<file path="config.mk">
export PLATFORM = sky130hd
export DESIGN_NAME = sar_host_ctrl
export DESIGN_NICKNAME = d
export VERILOG_FILES = /design/src/rtl/sar_host_pkg.sv /design/src/rtl/sar_sck_gen.sv /design/src/rtl/sar_din_tx.sv /design/src/rtl/sar_sdo_rx.sv /design/src/rtl/sar_host_ctrl.sv
export SDC_FILE = /design/constraint.sdc
export NUM_CORES = 1
export LEC_CHECK = 0
export BUFFER_PORTS_ARGS = -buffer_cell sky130_fd_sc_hd__buf_2
export CORE_UTILIZATION = 55
export DETAILED_ROUTE_END_ITERATION = 7
export PLACE_DENSITY = 0.76
export SYNTH_ARGS = -nofsm -noshare
export SYNTH_HDL_FRONTEND = slang
export SYNTH_SLANG_ARGS = --single-unit
</file>
<file path="constraint.sdc">
create_clock -name clk -period 2.6 [get_ports clk]
set_input_delay 0.52 -clock clk [delete_from_list [all_inputs] [get_ports clk]]
set_output_delay 0.52 -clock clk [all_outputs]
set_load 0.05 [all_outputs]
</file>
<file path="src/rtl/sar_host_pkg.sv">
package sar_host_pkg;
  localparam int CFG_W = 14;
  localparam int RES_W = 16;
  localparam int RX_W  = RES_W + CFG_W;

  typedef enum logic [1:0] {ST_IDLE, ST_CNV, ST_WAIT, ST_FRAME} st_e;

  // falling SCK edges in one frame: data bits, optional echo, one release edge
  function automatic int frame_falls(input logic rb);
    return RES_W + (rb ? CFG_W : 0) + 1;
  endfunction

  function automatic int wait_limit(input int conv, input int margin);
    return conv + margin;
  endfunction

  function automatic logic [RES_W-1:0] pick_result(input logic [RX_W-1:0] d, input logic rb);
    return rb ? d[RX_W-1:CFG_W] : d[RES_W-1:0];
  endfunction

  function automatic logic [CFG_W-1:0] pick_echo(input logic [RX_W-1:0] d, input logic rb);
    return rb ? d[CFG_W-1:0] : '0;
  endfunction
endpackage

</file>
<file path="src/rtl/sar_sck_gen.sv">
module sar_sck_gen #(
  parameter int HALF = 2,
  parameter int FW   = 5
) (
  input  logic          clk,
  input  logic          rst_n,
  input  logic          run_i,
  output logic          sck_o,
  output logic          fall_o,
  output logic          rise_o,
  output logic [FW-1:0] falls_o
);
  localparam int HW = (HALF > 1) ? $clog2(HALF) : 1;

  logic [HW-1:0] half_q;
  logic          tick;

  assign tick   = run_i && (half_q == HW'(HALF - 1));
  assign fall_o = tick && sck_o;
  assign rise_o = tick && !sck_o;

  always_ff @(posedge clk or negedge rst_n) begin
    if (!rst_n) begin
      half_q  <= '0;
      sck_o   <= 1'b1;
      falls_o <= '0;
    end else if (!run_i) begin
      half_q  <= '0;
      sck_o   <= 1'b1;
      falls_o <= '0;
    end else if (tick) begin
      half_q <= '0;
      sck_o  <= ~sck_o;
      if (sck_o) falls_o <= falls_o + 1'b1;
    end else begin
      half_q <= half_q + 1'b1;
    end
  end
endmodule

</file>
<file path="src/rtl/sar_din_tx.sv">
module sar_din_tx #(
  parameter int W = 14
) (
  input  logic         clk,
  input  logic         rst_n,
  input  logic         load_i,
  input  logic [W-1:0] word_i,
  input  logic         shift_i,
  output logic         din_o
);
  logic [W-1:0] sh_q;

  always_ff @(posedge clk or negedge rst_n) begin
    if (!rst_n)       sh_q <= '0;
    else if (load_i)  sh_q <= word_i;
    else if (shift_i) sh_q <= {sh_q[W-2:0], 1'b0};
  end

  assign din_o = sh_q[W-1];
endmodule

</file>
<file path="src/rtl/sar_sdo_rx.sv">
module sar_sdo_rx #(
  parameter int W = 30
) (
  input  logic         clk,
  input  logic         rst_n,
  input  logic         clr_i,
  input  logic         shift_i,
  input  logic         sdo_i,
  output logic [W-1:0] data_o
);
  always_ff @(posedge clk or negedge rst_n) begin
    if (!rst_n)       data_o <= '0;
    else if (clr_i)   data_o <= '0;
    else if (shift_i) data_o <= {data_o[W-2:0], sdo_i};
  end
endmodule

</file>
<file path="src/rtl/sar_host_ctrl.sv">
module sar_host_ctrl
  import sar_host_pkg::*;
#(
  parameter int SCK_HALF = 2,
  parameter int CNV_HIGH = 4,
  parameter int CONV_CYC = 550,
  parameter int MARGIN   = 50
) (
  input  logic             clk,
  input  logic             rst_n,
  input  logic             start_i,
  input  logic [CFG_W-1:0] cfg_i,
  input  logic             rb_en_i,
  output logic             cnv_o,
  output logic             sck_o,
  output logic             din_o,
  input  logic             sdo_i,
  output logic             busy_o,
  output logic             result_valid_o,
  output logic [RES_W-1:0] result_o,
  output logic [CFG_W-1:0] cfg_echo_o,
  output logic             err_o
);
  localparam int LIMIT = wait_limit(CONV_CYC, MARGIN);
  localparam int TMO_W = $clog2(LIMIT + 1);
  localparam int CH_W  = $clog2(CNV_HIGH + 1);
  localparam int FW    = $clog2(frame_falls(1'b1) + 1);

  st_e              state_q;
  logic [TMO_W-1:0] tmo_q;
  logic [CH_W-1:0]  hi_q;
  logic             rb_q;
  logic [RX_W-1:0]  rx_data;

  // named internal events
  logic          start_acc, fall_ev, rise_ev, frame_done, timeout_hit, shift_ev;
  logic [FW-1:0] falls, frame_n;

  assign start_acc   = (state_q == ST_IDLE) && start_i;
  assign frame_n     = FW'(frame_falls(rb_q));
  assign frame_done  = rise_ev && (falls == frame_n);
  assign timeout_hit = (state_q == ST_WAIT) && sdo_i && (tmo_q == TMO_W'(LIMIT - 1));
  assign shift_ev    = fall_ev && (falls != '0);
  assign busy_o      = (state_q != ST_IDLE);

  sar_sck_gen #(.HALF(SCK_HALF), .FW(FW)) u_sck (
    .clk(clk), .rst_n(rst_n), .run_i(state_q == ST_FRAME),
    .sck_o(sck_o), .fall_o(fall_ev), .rise_o(rise_ev), .falls_o(falls)
  );

  sar_din_tx #(.W(CFG_W)) u_tx (
    .clk(clk), .rst_n(rst_n), .load_i(start_acc), .word_i(cfg_i),
    .shift_i(shift_ev), .din_o(din_o)
  );

  sar_sdo_rx #(.W(RX_W)) u_rx (
    .clk(clk), .rst_n(rst_n), .clr_i(start_acc), .shift_i(shift_ev),
    .sdo_i(sdo_i), .data_o(rx_data)
  );

  always_ff @(posedge clk or negedge rst_n) begin
    if (!rst_n) begin
      state_q        <= ST_IDLE;
      tmo_q          <= '0;
      hi_q           <= '0;
      rb_q           <= 1'b0;
      cnv_o          <= 1'b0;
      err_o          <= 1'b0;
      result_valid_o <= 1'b0;
      result_o       <= '0;
      cfg_echo_o     <= '0;
    end else begin
      result_valid_o <= 1'b0;
      case (state_q)
        ST_IDLE: if (start_i) begin
          state_q <= ST_CNV;
          cnv_o   <= 1'b1;
          hi_q    <= '0;
          tmo_q   <= '0;
          rb_q    <= rb_en_i;
          err_o   <= 1'b0;
        end
        ST_CNV: begin
          tmo_q <= tmo_q + 1'b1;
          if (hi_q == CH_W'(CNV_HIGH - 1)) begin
            cnv_o   <= 1'b0;
            state_q <= ST_WAIT;
          end else begin
            hi_q <= hi_q + 1'b1;
          end
        end
        ST_WAIT: begin
          tmo_q <= tmo_q + 1'b1;
          if (!sdo_i) begin
            state_q <= ST_FRAME;
          end else if (timeout_hit) begin
            err_o   <= 1'b1;
            state_q <= ST_IDLE;
          end
        end
        ST_FRAME: if (frame_done) begin
          state_q        <= ST_IDLE;
          result_valid_o <= 1'b1;
          result_o       <= pick_result(rx_data, rb_q);
          cfg_echo_o     <= pick_echo(rx_data, rb_q);
        end
        default: state_q <= ST_IDLE;
      endcase
    end
  end
endmodule

</file>
### Word level (Yosys, flattened, before mapping)

Cells that the tools add are included.

* muxes and demuxes: 34
* shift-type cells: 0
* multiply operators: 0
* divide/modulo/power cells: 0
* bitwise logic cells: 1
* order comparisons: 0
* equality and inequality tests: 15
* add/sub/neg operators: 6
* reductions and logical operators: 25

Operator list (number)
* 30-bit 2-to-1 mux: 2
* 14-bit 2-to-1 mux: 3
* 10-bit one-hot mux with 2 select lines: 1
* 16-bit 2-to-1 mux: 1
* 2-bit inequality test, second input constant: 8
* 5-bit 2-to-1 mux: 3
* 1-bit 2-to-1 mux: 11
* 10-bit by 1-bit adder with 10-bit output, second input constant: 1
* 5-bit by 1-bit adder with 5-bit output, second input constant: 2
* 10-bit == test, second input constant: 1
* 10-bit 2-to-1 mux: 1
* 2-bit 2-to-1 mux: 5
* 2-bit nonzero test: 5
* 1-bit logical AND: 8
* 2-bit one-hot mux with 4 select lines: 1
* 2-bit AND reduction: 4
* 4-bit AND reduction: 2
* 3-bit 2-to-1 mux: 2
* 3-bit one-hot mux with 2 select lines: 1
* 3-bit AND reduction: 2
* 5-bit by 4-bit adder with 5-bit output, first input constant: 1
* 5-bit == test: 1
* 5-bit nonzero test: 1
* 2-bit == test, second input constant: 2
* other kinds (11): 12

* memories kept: 0
* flip-flop bits (word level): 100
* output and inout bits: 36
* RAM bits: 0
* bits in read-only memories: 0
* input port bits: 19
* word-level logic and storage cells: 95
* bits in latches: 0

### Depth between registers and ports, before layout

* depth after elaboration: 7
* gate-level depth with buffers: 8
* mapped depth without buffers: 6

### By module

From an unflattened synthesis, not the netlist that was laid out.

* cell total of the unflattened synthesis: 439
* area, all modules: 4770.8 µm²

By module, submodules not included
* sar_host_ctrl: sequential area each 1226.2 µm², area each 2521.2 µm², cells an instance 249, times used 1
* sar_sdo_rx: sequential area each 750.7 µm², area each 1246.2 µm², cells an instance 97, times used 1
* sar_din_tx: sequential area each 350.3 µm², area each 655.6 µm², cells an instance 61, times used 1
* sar_sck_gen: sequential area each 176.4 µm², area each 347.8 µm², cells an instance 32, times used 1

### Worst setup path before layout

OpenSTA, ideal clock, no wires.

* path kind: register to register
* from: register state_q[0]
* to: register tmo_q[8]
* path slack: 0.503 ns
* data required time: 2.467 ns
* setup time: 0.133 ns
* arrival: 1.964 ns
* period minus slack after synthesis: 2.097 ns
* stages on the path, launching flop included: 8
* cells stage by stage: dfrtp_1 > inv_1 > ha_1 > clkbuf_1 > mux2i_1 > or4b_2 > xor2_1 > nor2_1

* longest elaborated chain between the ends: 4
* elaborated cells on any way between the ends: 8

Ends and longest elaborated chain
* start: declaration: RTL line sar_host_ctrl.sv:29 `st_e state_q;`
* start signal: assignment: RTL line sar_host_ctrl.sv:63 `state_q <= ST_IDLE;`
* start signal: assignment: RTL line sar_host_ctrl.sv:76 `state_q <= ST_CNV;`
* start signal: assignment: RTL line sar_host_ctrl.sv:87 `state_q <= ST_WAIT;`
* 2-bit == test or 2-bit by 1-bit == test with 1-bit output (tied branches): RTL line sar_host_ctrl.sv:74 `case (state_q)`
* 2-bit OR reduction (no line)
* 2-bit nonzero test (no line)
* 2-bit AND reduction (no line)
* end signal: assignment: RTL line sar_host_ctrl.sv:84 `tmo_q <= tmo_q + 1'b1;`
* end signal: assignment: RTL line sar_host_ctrl.sv:93 `tmo_q <= tmo_q + 1'b1;`
* end: declaration: RTL line sar_host_ctrl.sv:30 `logic [TMO_W-1:0] tmo_q;`

Parallel ways exist; a longest one is shown, timed or not.
A chain may end at the register's enable or synchronous reset.

### Worst setup path in the final report

* from: register state_q[1]
* to: output busy_o

* longest elaborated chain between the ends: 1

Ends and longest elaborated chain
* 2-bit nonzero test: RTL line sar_host_ctrl.sv:44 `assign busy_o = (state_q != ST_IDLE);`
* end: declaration: RTL line sar_host_ctrl.sv:18 `output logic busy_o,`

Every way passes these cells.

==> metrics.cfg <==
[outcome]
run_status=finished, final reports clean

[clocking]
clk_pin_slew_ns=0.10
cts_resized=0
root_buffer=clkbuf_8
clock-sinks=100
cts_buffers=9
cts_tree=built
clock_path_buffers=2
cts_max_level=3
cts_hold_buf=0
cts_setup_buffers=0
clk_latency_ns=0.37

[drt]
dr.pass1.iters=6
drt_drc_violations_left=0
via_per_inst=5.77
drt_iter0_drc=142
wl_mm=8.75
dr_wl_met2_mm=4.32
top_layer=met4
ant_nets=0
vias=3203
wl_per_cell_um=15.8
routedLengthMet1_mm=4.01
met3_wirelength_um=315

[timing]
post-route-period-util_pct=91.0
min_period_ns=2.37
grt_setup_unrepaired=no
slew_headroom_pct=58.0
max_freq_ghz=0.422
fin_skew_ns=0.0103
setup_violations=0
drv_slew=0
hold_viol=0
final.setup.tns_ns=0
worst_pin_slew_ns=0.629

[placed_design]
gp_congestion=0.845
numPortBuffers=54
dp_cells=539
hpwlAfterDp_mm=5.89
dpl_cell_area_um2=4800

[min_path]
hold_class=in2async

[global_route]
grtUsageTotal_pct=22.6
gr-total-overflow=0
grt_pass1_vias=3130
grt_max_degree=61
grt_pass1_wl_mm=14.9
antenna_found_initial=0

[pwr]
p_clk_share_pct=36.5
p_leak_nw=2.36
power_frac_seq_pct=60.8
comb_power_share_pct=2.7
p_int_mw=1.95
ir_drop_uv=247
p_switching_mw=0.636
power_density_nw_per_um2=519
swShare_pct=24.6

[critical_path]
cp-end-kind=primary output
critPathMaxFanout=21
worst-setup-path-type=reg2out
r2r-end=u_rx.data_o[20]
reg2reg_slack_ns=0.46
r2r-start=u_sck.falls_o[0]
startpoint_type=flop
worstRegToRegCells=7
cp.required_ns=2.08
arrival_ns=1.85

[yosys]
synth_most_common_cell=dfrtp_1
yosysTopAreaCell=dfrtp_1
synthCells=401
ys_warn_count=0
ys.flop_type=dfrtp_1
synth_commonest_cells=99 x dfrtp_1, 52 x nand2_1, 38 x o21ai_0, 31 x a22o_1, 21 x mux2i_1
synth.area.top_cells=dfrtp_1 56%, a22o_1 6.1%, mux2i_1 4.7%, nand2_1 4.4%, o21ai_0 4.3%
synth-async-reset-ratio_pct=100
synthesis.nets=429
synth_edf_count=0
syn_avg_cell_area_um2=11.0
synth_top_area_share_pct=55.9
ys_ff_latch=100
netlist_area_um2=4430
ys_types=46
yosysSeqAreaShare_pct=56.5

[layout]
area_growth_pct=12.5
fin_nets=476
stdcell_area_um2=4980
final_cells=555
antennaDiodeCount=0
drive_gt1_share_pct=19.2
fillCellCount=642

[floorplanning]
initial_core_util_pct=57.0
io-pin-count=55
die-width_um=91.8
num_rows=32
die_area_um2=8420
die_h_um=91.8
core-area_um2=7770

[job]
cap_violations=0

==> cell type report <==
cell class                 count  area [µm²]  share of cell area (%)
sequential                   100        2500                    50.2
clock buffer                   9         124                    2.48
tap                          102         128                    2.56
inverter                      14        52.6                    1.05
clock inverter                 7        60.1                    1.20
multi-input combinational    261        1760                    35.3
timing repair buffer          62         358                    7.18
==> critical path, stage by stage (launching register included) <==
cell and delay (ns):
dfrtp_1 0.42, inv_1 0.12, ha_1 0.32, buf_4 0.28, inv_1 0.11, buf_2 0.22
==> registers in the layout, summed over array words and instances, names as in the netlist <==
name	cells
cfg_echo_o	14
cnv_o	1
err_o	1
hi_q	3
rb_q	1
result_o	16
result_valid_o	1
state_q	2
tmo_q	10
u_rx.data_o	30
u_sck.falls_o	5
u_sck.half_q	1
u_sck.sck_o	1
u_tx.sh_q	14
==> metal layers <==
layer	up-vias	global-route usage [%]
met5	-	0
met4	0	5.99
met3	9	4.98
met2	67	37.3
met1	1589	30.4
li1	1538	-
==> power groups by stage <==
| stage | clock, mW | sequential [mW] | combinational, mW |
|---|---|---|---|
| finish | 0.946 | 1.57 | 0.0691 |
| global placement | 0 | 1.60 | 0.0692 |
| detailed placement | 0 | 1.60 | 0.0714 |
| CTS | 0.963 | 1.57 | 0.0717 |
| floorplan | 0 | 1.60 | 0.0173 |
| global route | 1.02 | 1.57 | 0.0794 |
==> stage by stage <==
step	power, mW	worst slack (ns)	util [%]	hold slack [ns]
3_3_place_gp	1.67	0.542	61.8	0.450
4_1_cts	2.61	0.214	64.2	0.181
3_5_place_dp	1.68	0.480	61.8	0.451
5_1_grt	2.67	0.115	64.2	0.205
2_1_floorplan	1.62	0.503	-	0.224
6_report	2.59	0.233	64.2	0.165
==> cell families (layout without fill, tap and decap cells) <==
logic type / Yosys count / after routing / synth area share [%]
and+or+nand+nor: 113 / 113 / 12.6
DFF: 100 / 100 / 56.5
xor gates and xnor gates: 10 / 10 / 1.98
AOI/OAI and AO/OA: 105 / 105 / 16.9
adders and majority gates: 9 / 9 / 2.54
buffers and inverters: 40 / 92 / 3.95
muxes: 24 / 24 / 5.51
==> cells in the final DEF (no fill, tap or decap), types with 3 or more instances in the layout <==
master and instances:
a221o_1 12, a22oi_1 3, mux2i_1 21, dfrtp_1 99, clkbuf_8 9, inv_1 14, and3_1 13, a22o_1 31
nand3_1 4, nand2_1 52, xor2_1 4, xnor2_1 6, mux2_2 3, nor2b_1 3, nor2_1 16, o21ai_0 38
buf_4 7, buf_2 53, a21oi_1 10, ha_1 9, nor3_1 5
==> worst max-delay path by stage <==
stage / from / slack [ns] / cells after the start / end
2_1_floorplan: state_q[0] / 0.50 / 7 / tmo_q[8]
3_3_place_gp: u_sck.falls_o[0] / 0.54 / 7 / u_rx.data_o[18]
3_5_place_dp: u_sck.falls_o[0] / 0.48 / 7 / u_rx.data_o[11]
4_1_cts: state_q[1] / 0.21 / 5 / busy_o
5_1_grt: state_q[1] / 0.12 / 5 / busy_o
6_report: state_q[1] / 0.23 / 5 / busy_o
No activity file was read; power rests on OpenSTA's default activity.
